## src/rtl/flash_selfprog_ctrl.sv

```systemverilog
module flash_selfprog_ctrl #(
  parameter int PAGES      = 16,
  parameter int PAGE_WORDS = 8,
  parameter int RWW_PAGES  = 12,
  parameter int WINDOW     = 4
) (
  input  logic                                        clk,
  input  logic                                        rst_n,
  input  logic                                        csr_we,
  input  logic [7:0]                                  csr_wdata,
  output logic [7:0]                                  csr_rdata,
  input  logic                                        store_stb,
  input  logic [$clog2(PAGES)+$clog2(PAGE_WORDS)-1:0] z_addr,
  input  logic [15:0]                                 wdata,
  input  logic                                        ee_write,
  output logic                                        fl_req,
  output logic                                        fl_erase,
  output logic [$clog2(PAGES)-1:0]                    fl_page,
  output logic [16*PAGE_WORDS-1:0]                    fl_data,
  input  logic                                        fl_ack,
  output logic                                        rww_busy,
  output logic                                        cpu_halt,
  output logic                                        irq
);
  localparam int PW = $clog2(PAGES);
  localparam int WW = $clog2(PAGE_WORDS);
  localparam int ZW = PW + WW;
  localparam int CW = $clog2(WINDOW + 1);
  localparam logic [PW-1:0] BOUND = PW'(RWW_PAGES);

  typedef enum logic [1:0] {C_NONE, C_LOAD, C_ERASE, C_WRITE} cmd_t;

  cmd_t          cmd;
  logic [CW-1:0] win;
  logic          en, ie, busy, op_act, op_erase, op_rww;
  logic [PW-1:0] op_page;
  logic [PAGE_WORDS-1:0] valid;

  wire [PW-1:0] z_page = z_addr[ZW-1:WW];
  wire [WW-1:0] z_word = z_addr[WW-1:0];

  wire is_load  = csr_wdata == 8'h01;
  wire is_erase = csr_wdata[6:0] == 7'h03;
  wire is_write = csr_wdata[6:0] == 7'h05;
  wire is_rwwre = csr_wdata[6:0] == 7'h11;
  wire is_cmd   = is_load | is_erase | is_write;

  wire cw      = csr_we & ~op_act;
  wire armed   = ~cw & (win != '0);
  wire fire    = armed & store_stb;
  wire ld_fire = fire & (cmd == C_LOAD);
  wire done    = op_act & fl_ack;
  wire clr_buf = ee_write | (cw & is_rwwre) | (done & ~op_erase);

  always_ff @(posedge clk) begin
    if (!rst_n) begin
      cmd      <= C_NONE;
      win      <= '0;
      en       <= 1'b0;
      ie       <= 1'b0;
      busy     <= 1'b0;
      op_act   <= 1'b0;
      op_erase <= 1'b0;
      op_rww   <= 1'b0;
      op_page  <= '0;
    end else begin
      if (cw) begin
        ie  <= csr_wdata[7];
        en  <= is_cmd;
        win <= is_cmd ? CW'(WINDOW) : '0;
        cmd <= is_load ? C_LOAD : is_erase ? C_ERASE : is_write ? C_WRITE : C_NONE;
        if (is_rwwre) busy <= 1'b0;
      end else if (armed) begin
        if (store_stb) begin
          win <= '0;
          if (cmd == C_LOAD) begin
            en <= 1'b0;
          end else begin
            op_act   <= 1'b1;
            op_erase <= (cmd == C_ERASE);
            op_page  <= z_page;
            op_rww   <= z_page < BOUND;
            if (z_page < BOUND) busy <= 1'b1;
          end
        end else begin
          win <= win - 1'b1;
          if (win == CW'(1)) en <= 1'b0;
        end
      end
      if (done) begin
        op_act <= 1'b0;
        en     <= 1'b0;
      end
    end
  end

  for (genvar i = 0; i < PAGE_WORDS; i++) begin : g_word
    logic [15:0] word_q;
    always_ff @(posedge clk) begin
      if (!rst_n || clr_buf) begin
        word_q   <= 16'hFFFF;
        valid[i] <= 1'b0;
      end else if (ld_fire && z_word == WW'(i) && !valid[i]) begin
        word_q   <= wdata;
        valid[i] <= 1'b1;
      end
    end
    assign fl_data[16*i +: 16] = word_q;
  end

  assign csr_rdata = {ie, busy, 5'b0, en};
  assign fl_req    = op_act;
  assign fl_erase  = op_erase;
  assign fl_page   = op_page;
  assign rww_busy  = busy;
  assign cpu_halt  = op_act & ~op_rww;
  assign irq       = ie & ~en;
endmodule

```

## config.mk

```make
export PLATFORM = sky130hd
export DESIGN_NAME = flash_selfprog_ctrl
export DESIGN_NICKNAME = d
export VERILOG_FILES = /design/src/rtl/flash_selfprog_ctrl.sv
export SDC_FILE = /design/constraint.sdc
export NUM_CORES = 1
export LEC_CHECK = 0
export ABC_AREA = 1
export BUFFER_PORTS_ARGS = -buffer_cell sky130_fd_sc_hd__buf_2
export CAP_MARGIN = 5
export CORE_MARGIN = 5
export CORE_UTILIZATION = 45
export DETAILED_ROUTE_END_ITERATION = 7
export PLACE_DENSITY = 0.74
export SETUP_SLACK_MARGIN = 0.15
export SLEW_MARGIN = 20
export SYNTH_ARGS = -nofsm -noshare
export SYNTH_HDL_FRONTEND = slang
export SYNTH_SLANG_ARGS = --single-unit
export TNS_END_PERCENT = 100
```

## constraint.sdc

```tcl
create_clock -name clk -period 4.6 [get_ports clk]
set_input_delay 0.46 -clock clk [delete_from_list [all_inputs] [get_ports clk]]
set_output_delay 0.46 -clock clk [all_outputs]
set_load 0.01 [all_outputs]
```

==> results_dict.tcl, run 1 <==
set metrics [dict create \
    drive_gt1_share_pct 26.2 \
    worst_setup_path_start_kind "register" \
    core-area_um2 13200 \
    vdd_ir_drop_max_mv 0.232 \
    drcViolationCount 0 \
    yosysWarningCount 0 \
    place_area_um2 6750 \
    grt_pass1_wl_um 27700 \
    synth.cell_area_um2 6050 \
    cp-end-kind "register" \
    post_cts_buffers 0 \
    status "complete, no violations" \
    insertion_delay_ns 0.42 \
    start_util_pct 45.8 \
    synth_area_per_cell_um2 7.99 \
    grt_max_degree 63 \
    fin_skew_ns 0.00547 \
    cts.hold.buffers_added 0 \
    post_cts_resized 0 \
    ys_seq_elements 151 \
    arrival_ns 2.81 \
    cts_htree_levels 4 \
    die_h_um 126 \
    hpwl_um 11800 \
    num_vias 5604 \
    whs_path_depth 3 \
    min_period_over_period_pct 53.5 \
    route.detailed.wl_per_inst_um 16.6 \
    ant_nets 0 \
    worst_slew_pin_slew_ns 0.831 \
    synth-edff-count 0 \
    setup_tns_ns 0 \
    holdCritPathClass "in2reg" \
    num-nets-final 929 \
    clock_sinks 151 \
    async_flop_share_pct 0 \
    power_density_nw_per_um2 390 \
    cts_buffers 17 \
    grtUsageTotal_pct 22.0 \
    cts_root_buf "clkbuf_16" \
    syn_inst 757 \
    place.port_buffers 176 \
    worstPathMaxFanout 62 \
    first_iter_violations 631 \
    slew_violations 0 \
    cts_tree "built" \
    syn_to_final_growth_pct 21.5 \
    die_x_um 126 \
    via_per_inst 5.21 \
    seq_area_frac_synth_pct 50.0 \
    overflow 0 \
    ioPinCount 182 \
    power.leakage_nw 3.45 \
    routed_wl_um 17900 \
    grt_pass1_vias 5137 \
    synth_cell_types 28 \
    gp_congestion 0.803 \
    fill_cells 1231 \
    drtPass1Iterations 5 \
    antenna_cells 0 \
    critPathRequiredTime_ns 4.94 \
    hold_violations 0 \
    maxCapViolations 0 \
    crit_type "reg2reg" \
    fmax_mhz 406 \
    die-area_um2 15900 \
    clockBufferDepth 2 \
    setup_viol 0 \
    holdWs_ns 0.264 \
    rsz0062_at_grt "no" \
    layout_min_cycle_time_ns 2.46 \
    final_area_um2 7350 \
    rows 42 \
    ys.flop_type "dfxtp_1" \
    clk_pin_slew_worst_paths_ns 0.06 \
    antenna_found_initial 0 \
    relSlewSlack_pct 44.6 \
    ff2ff_path_depth 8 \
]
layer usage:
layer	vias up	wire length, µm	global-route usage [%]
li1	2758	-	-
met1	2589	7420	29.4
met2	231	8450	34.1
met3	26	1600	6.39
met4	0	391	7.89
met5	-	0	0
metrics by stage:
| stage | std cells | util, % | setup WS [ns] | total power [W] |
|---|---|---|---|---|
| 5_1_grt | 1076 | 55.7 | 1.91 | 0.00294 |
| 6_report | 1076 | 55.7 | 2.14 | 0.00287 |
| 4_1_cts | 1076 | 55.7 | 2.15 | 0.00288 |
| 3_3_place_gp | 1046 | 51.2 | 2.15 | 0.00148 |
| 2_1_floorplan | 761 | - | 3.08 | 0.00144 |
| 3_5_place_dp | 1046 | 51.2 | 2.09 | 0.00148 |
path summary, 6_finish.rpt:
check / startpoint / slack, ns / to
worst max-delay path: win[0] / 2.14 / g_word[0].word_q[8]
worst min-delay path: z_addr[3] / 0.26 / fl_page[0]
worst max register to register: win[0] / 2.14 / g_word[0].word_q[8]
worst min register to register: g_word[3].word_q[2] / 0.46 / g_word[3].word_q[2]
Yosys cell counts (7+ instances only):
library cell / count / area, µm²
nand3_1: 262 / 1310
nand2_1: 160 / 601
dfxtp_1: 151 / 3020
inv_1: 32 / 120
buf_2: 23 / 115
buf_4: 22 / 165
nor2_1: 19 / 71.3
a21oi_1: 17 / 85.1
clkbuf_2: 11 / 55.1
nand2_2: 11 / 68.8
clkbuf_1: 8 / 30.0
nor3_4: 8 / 130
o21ai_0: 8 / 40.0
buf_6: 7 / 78.8
cell type report:
| cell class | instances | area [µm²] | share of cell area [%] |
|---|---|---|---|
| clock buffers | 22 | 474 | 6.46 |
| clock inverters | 8 | 121 | 1.65 |
| multi-input cells | 503 | 2460 | 33.5 |
| inverters | 36 | 139 | 1.89 |
| flip-flops and latches | 151 | 3020 | 41.2 |
| well taps | 176 | 220 | 3.00 |
| repair buffers | 180 | 911 | 12.4 |
cell usage in the layout (no fill, tap or decap), drive strengths merged:
master	n
clkinvlp	1
dfxtp	151
nor3	9
bufinv	3
nand2	171
o21ai	8
or2	1
nor2	21
nand3b	1
buf	180
nand4	1
ha	3
xor2	1
nand3	264
clkinv	4
clkbuf	22
inv	36
conb	5
a21oi	17
o22ai	1
cell families (layout without fill, tap and decap cells):
| logic type | count (synthesis) | count (layout) | synth area share [%] |
|---|---|---|---|
| adders and majority gates | 3 | 3 | 0.621 |
| buffers and inverters | 107 | 246 | 9.62 |
| AOI/OAI and AO/OA | 26 | 26 | 2.17 |
| DFF | 151 | 151 | 50.0 |
| xor gates and xnor gates | 1 | 1 | 0.145 |
| other | 1 | 5 | 0.0620 |
| and+or+nand+nor | 468 | 468 | 37.4 |
sequential cells by signal, summed over array words and instances (netlist names), 2 cells and up:
name	flops
win	3
cmd	2
fl_page	4
valid	8
g_word.word_q	128
power breakdown:
part | internal [W] | switching [W]
Combinational | 0.0000311 | 0.000107
Sequential | 0.00131 | 0.00000290
Clock | 0.000889 | 0.000524
worst max-delay path, cell delays in order (launching register included):
cell	delay, ns
dfxtp_1	0.33
inv_1	0.08
ha_1	0.21
nand2_2	0.09
nand3_2	0.13
nor2_8	0.65
buf_4	0.58
nand3_1	0.17
nand3_1	0.12
(Power assumes the default switching activity.)
==> inputs of run 2 (changes only) <==
PLACE_DENSITY = 0.77   (was 0.74)
clock period = 2.1 ns   (was 4.6 ns; I/O delays follow)
==> run 2 against run 1 <==
Against the previous run: worst hold slack worse by 0.25 ns; worst setup slack lost 1.8 ns; critical path depth unchanged; non-clock buffer count increased by 14; register-to-register slack got worse by 1.8 ns; combinational power up 140%; clock power is 110% higher; sequential power rose by 120%; flip-flop and latch count is the same; wire length grew 1.7%; sequential share of layout area fell by 0.63 points; via count up 2.3%; critical path type unchanged; largest power group unchanged.
==> results_dict.tcl, run 2 (synthesized netlist as in run 1, its figures left out) <==
set metrics [dict create \
    status "complete, no violations" \
    via_per_inst 5.25 \
    clockBufferDepth 2 \
    maxCapViolations 0 \
    layout_min_cycle_time_ns 1.79 \
    fin_cells 1092 \
    gp_congestion 0.865 \
    antenna_found_initial 0 \
    hpwl_um 11900 \
    min_period_over_period_pct 85.1 \
    cts_root_buf "clkbuf_16" \
    fmax_mhz 560 \
    cp-end-kind "register" \
    cp_slowest_cell "dfxtp_1" \
    clk_pin_slew_worst_paths_ns 0.06 \
    ant_nets 0 \
    crit_family "simple AND/OR/NAND/NOR gates" \
    route.detailed.wl_per_inst_um 16.6 \
    hold_violations 0 \
    path_cells "inv_1 > ha_1 > nand2_2 > nand3_2 > nor2_8 > nand2_2 > nand2_1 > nand3_1" \
    insertion_delay_ns 0.42 \
    worstPathMaxFanout 17 \
    top_register "g_word.word_q" \
    syn_to_final_growth_pct 23.4 \
    reg2reg_from "win[0]" \
    fill_cells 1237 \
    grt_max_degree 74 \
    holdCritPathClass "in2reg" \
    grt_pass1_wl_um 28400 \
    crit_type "reg2reg" \
    die-area_um2 15900 \
    cts_buffers 17 \
    grtUsageTotal_pct 22.5 \
    ioPinCount 182 \
    rsz0062_at_grt "no" \
    drcViolationCount 0 \
    start_util_pct 45.8 \
    vdd_ir_drop_max_mv 0.456 \
    final_common_cell "nand3_1" \
    p_total_w 0.00615 \
    num-nets-final 943 \
    cts_htree_levels 4 \
    num_vias 5732 \
    largest_register_ffs 128 \
    drtPass1Iterations 5 \
    max_stage_delay_ns 0.33 \
    layout_common_cells "nand3_1 (262), buf_2 (176), nand2_1 (160)" \
    slew_violations 0 \
    path_buf_inv 1 \
    critPathRequiredTime_ns 2.38 \
    dp.cells 1059 \
    die_x_um 126 \
    place.port_buffers 176 \
    post_cts_buffers 0 \
    fin_skew_ns 0.0130 \
    routed_wl_um 18200 \
    antenna_cells 0 \
    setup_viol 0 \
    clock_sinks 151 \
    rows 42 \
    power.leakage_nw 3.50 \
    crit_start "win[0]" \
    worst_setup_path_start_kind "register" \
    grt_pass1_vias 5236 \
    power_density_nw_per_um2 824 \
    critPathMostFrequentCell "nand2_2" \
    die_h_um 126 \
    setup_tns_ns 0 \
    core-area_um2 13200 \
    arrival_ns 2.07 \
    cts_tree "built" \
    drive_gt1_share_pct 27.5 \
    holdCritStartpoint "z_addr[3]" \
    overflow 0 \
    first_iter_violations 540 \
]
==> run 2: changes by cell type in the layout (fill, tap and decap cells not counted), moves of 2 or more <==
cell        delta
inv_6          +2
buf_4         +10
bufinv_16      -2
buf_12         +2
clkinv_2       -2
clkinvlp_4     +5
==> run 2: repair_timing <==
item | in CTS | in global routing
endpoints found under the hold margin | 1 | 0
hold buffers | 1 | 0
endpoints found under the setup margin | 0 | 43
gates resized for setup | 0 | 1
==> run 2: worst paths after layout <==
path	end	slack, ns	depth (start not counted)
worst max-delay path	g_word[7].word_q[12]	0.31	8
worst min register to register	win[1]	0.46	2
worst max register to register	g_word[7].word_q[12]	0.31	8
worst min-delay path	fl_page[0]	0.02	3
==> run 2: routing by layer <==
| layer | vias up | GRT usage, % | wire, µm |
|---|---|---|---|
| met5 | - | 0 | 0 |
| met3 | 27 | 5.93 | 1780 |
| met4 | 0 | 7.07 | 338 |
| li1 | 2793 | - | - |
| met2 | 260 | 35.8 | 8350 |
| met1 | 2652 | 30.2 | 7710 |
==> run 2: cell type report <==
cell class	instances	area, µm²	share of cell area, %
flip-flops and latches	151	3020	40.5
multi-input cells	503	2460	32.9
repair buffers	194	1050	14.0
clock buffers	20	457	6.12
well taps	176	220	2.95
inverters	36	139	1.86
clock inverters	12	118	1.58
==> run 2: metrics by stage <==
step / setup WS (ns) / util, % / cell area (µm²) / hold slack, ns
3_5_place_dp: 0.240 / 52.1 / 6870 / 0.440
2_1_floorplan: 0.584 / - / 6060 / 0.345
3_3_place_gp: 0.280 / 52.1 / 6870 / 0.430
5_1_grt: 0.156 / 56.6 / 7460 / 0.0340
6_report: 0.314 / 56.6 / 7460 / 0.0153
4_1_cts: 0.223 / 56.5 / 7460 / 0.00144
==> run 2: tightest hold or removal path, cell delays in order <==
cell    delay [ns]
buf_2         0.08
nor2_1        0.03
nor2_1        0.08
==> run 2: where the power goes <==
group          internal [W]  leakage [nW]  switching, W
combinational     0.0000850          2.01      0.000245
sequential          0.00287          1.22    0.00000591
clock               0.00171         0.264       0.00123
total               0.00467          3.50       0.00148
==> inputs of run 3 (changes only) <==
CTS_BUF_LIST = sky130_fd_sc_hd__clkbuf_8   (was not set)
PLACE_DENSITY = 0.74   (was 0.77)
clock period = 2.25 ns   (was 2.1 ns; I/O delays follow)
==> run 3 against run 2 <==
Against the previous run: non-clock buffer count grew 4; clock power shrank 20%; critical path depth is the same; die area is the same; final area shrank 1.0%.
==> results_dict.tcl, run 3 (synthesized netlist as in run 1, its figures left out) <==
set metrics [dict create \
    status "complete, no violations" \
    layout_min_cycle_time_ns 1.87 \
    fin_cells 1096 \
    final_common_cell "nand3_1" \
    antenna_found_initial 1 \
    rsz0062_at_grt "no" \
    critPathRequiredTime_ns 2.58 \
    die-area_um2 15900 \
    post_cts_resized 0 \
    cts_buffers 17 \
    syn_to_final_growth_pct 22.1 \
    grt_pass1_wl_um 28500 \
    gp_congestion 0.804 \
    power.leakage_nw 3.48 \
    cts_tree "built" \
    clockBufferDepth 2 \
    setup_tns_ns 0 \
    start_util_pct 45.8 \
    cts_htree_levels 4 \
    slew_violations 0 \
    final_area_um2 7390 \
    place_area_um2 6890 \
    drtPass1Iterations 5 \
    via_per_inst 5.24 \
    worstPathMaxFanout 24 \
    num-nets-final 947 \
    holdCritPathClass "in2reg" \
    ioPinCount 182 \
    place.port_buffers 176 \
    fmax_mhz 536 \
    drcViolationCount 0 \
    vdd_ir_drop_max_mv 0.423 \
    clock_sinks 151 \
    overflow 0 \
    first_iter_violations 503 \
    wl_met1_um 7810 \
    drive_gt1_share_pct 27.5 \
    maxCapViolations 0 \
    power_density_nw_per_um2 723 \
    grtUsageTotal_pct 22.7 \
    crit_type "reg2reg" \
    min_period_over_period_pct 82.9 \
    setup_viol 0 \
    num_vias 5740 \
    clk_pin_slew_worst_paths_ns 0.08 \
    arrival_ns 2.19 \
    ant_nets 0 \
    cts_root_buf "clkbuf_8" \
    routed_wl_um 18200 \
    top_layer "met5" \
    antenna_cells 0 \
    hpwl_um 12200 \
    worst_setup_path_start_kind "register" \
    rows 42 \
    fin_skew_ns 0.0123 \
    hold_violations 0 \
    die_x_um 126 \
    die_h_um 126 \
    wl_met2_um 8590 \
    layout_common_cells "nand3_1 (262), buf_2 (176), nand2_1 (160)" \
    rrSetupSlack_ns 0.38 \
    largest_register_ffs 128 \
    route.detailed.wl_per_inst_um 16.6 \
    core-area_um2 13200 \
    dp.cells 1060 \
    cp-end-kind "register" \
    grt_pass1_vias 5332 \
    wl_met3_um 1290 \
    grt_max_degree 51 \
    insertion_delay_ns 0.46 \
    top_register "g_word.word_q" \
]
==> run 3: area by class of cell <==
class,instances,area [µm²]
clock buffers,19,262
clock inverters,13,191
fillers,1249,5800
inverters,36,139
multi-input cells,503,2460
flip-flops and latches,151,3020
well taps,176,220
repair buffers,198,1090
==> run 3: path summary, 6_finish.rpt <==
check	start	end	cells past startpoint
worst min register to register	win[1]	win[1]	2
worst min-delay path	csr_wdata[7]	ie	3
worst max-delay path	win[0]	g_word[7].word_q[13]	8
worst max register to register	win[0]	g_word[7].word_q[13]	8
==> run 3: what timing repair did <==
| action | in CTS | in global routing |
|---|---|---|
| hold endpoints to repair | 4 | 0 |
| hold buffers | 4 | 0 |
| buffers inserted | 0 | 0 |
==> run 3: power by group <==
| part | leakage [nW] | switching [W] | internal, W | total, W |
|---|---|---|---|---|
| clock | 0.225 | 0.00106 | 0.00128 | 0.00234 |
| sequential | 1.22 | 0.00000527 | 0.00268 | 0.00268 |
| combinational | 2.03 | 0.000226 | 0.0000842 | 0.000311 |
| total | 3.48 | 0.00129 | 0.00404 | 0.00534 |
==> run 3: stage by stage <==
stage               hold slack (ns)  util, %  power, W  setup WS [ns]
floorplan                     0.360        -   0.00295          0.734
global placement              0.449     52.3   0.00305          0.418
detailed placement            0.454     52.3   0.00305          0.372
CTS                          0.0510     56.0   0.00539          0.360
global route                 0.0833     56.0   0.00552          0.170
finish                       0.0735     56.0   0.00534          0.384
==> run 3: layer usage <==
layer | up-vias | track usage, %
li1 | 2793 | -
met1 | 2708 | 29.9
met2 | 202 | 35.7
met3 | 35 | 6.01
met4 | 2 | 8.71
met5 | - | 0
==> run 3: critical path: stages (launching register included) <==
cell	delay [ns]
dfxtp_1	0.34
inv_1	0.08
ha_1	0.20
nand2_2	0.09
nand3_2	0.13
nor2_8	0.37
nand2_2	0.32
nand2_1	0.14
nand3_1	0.08
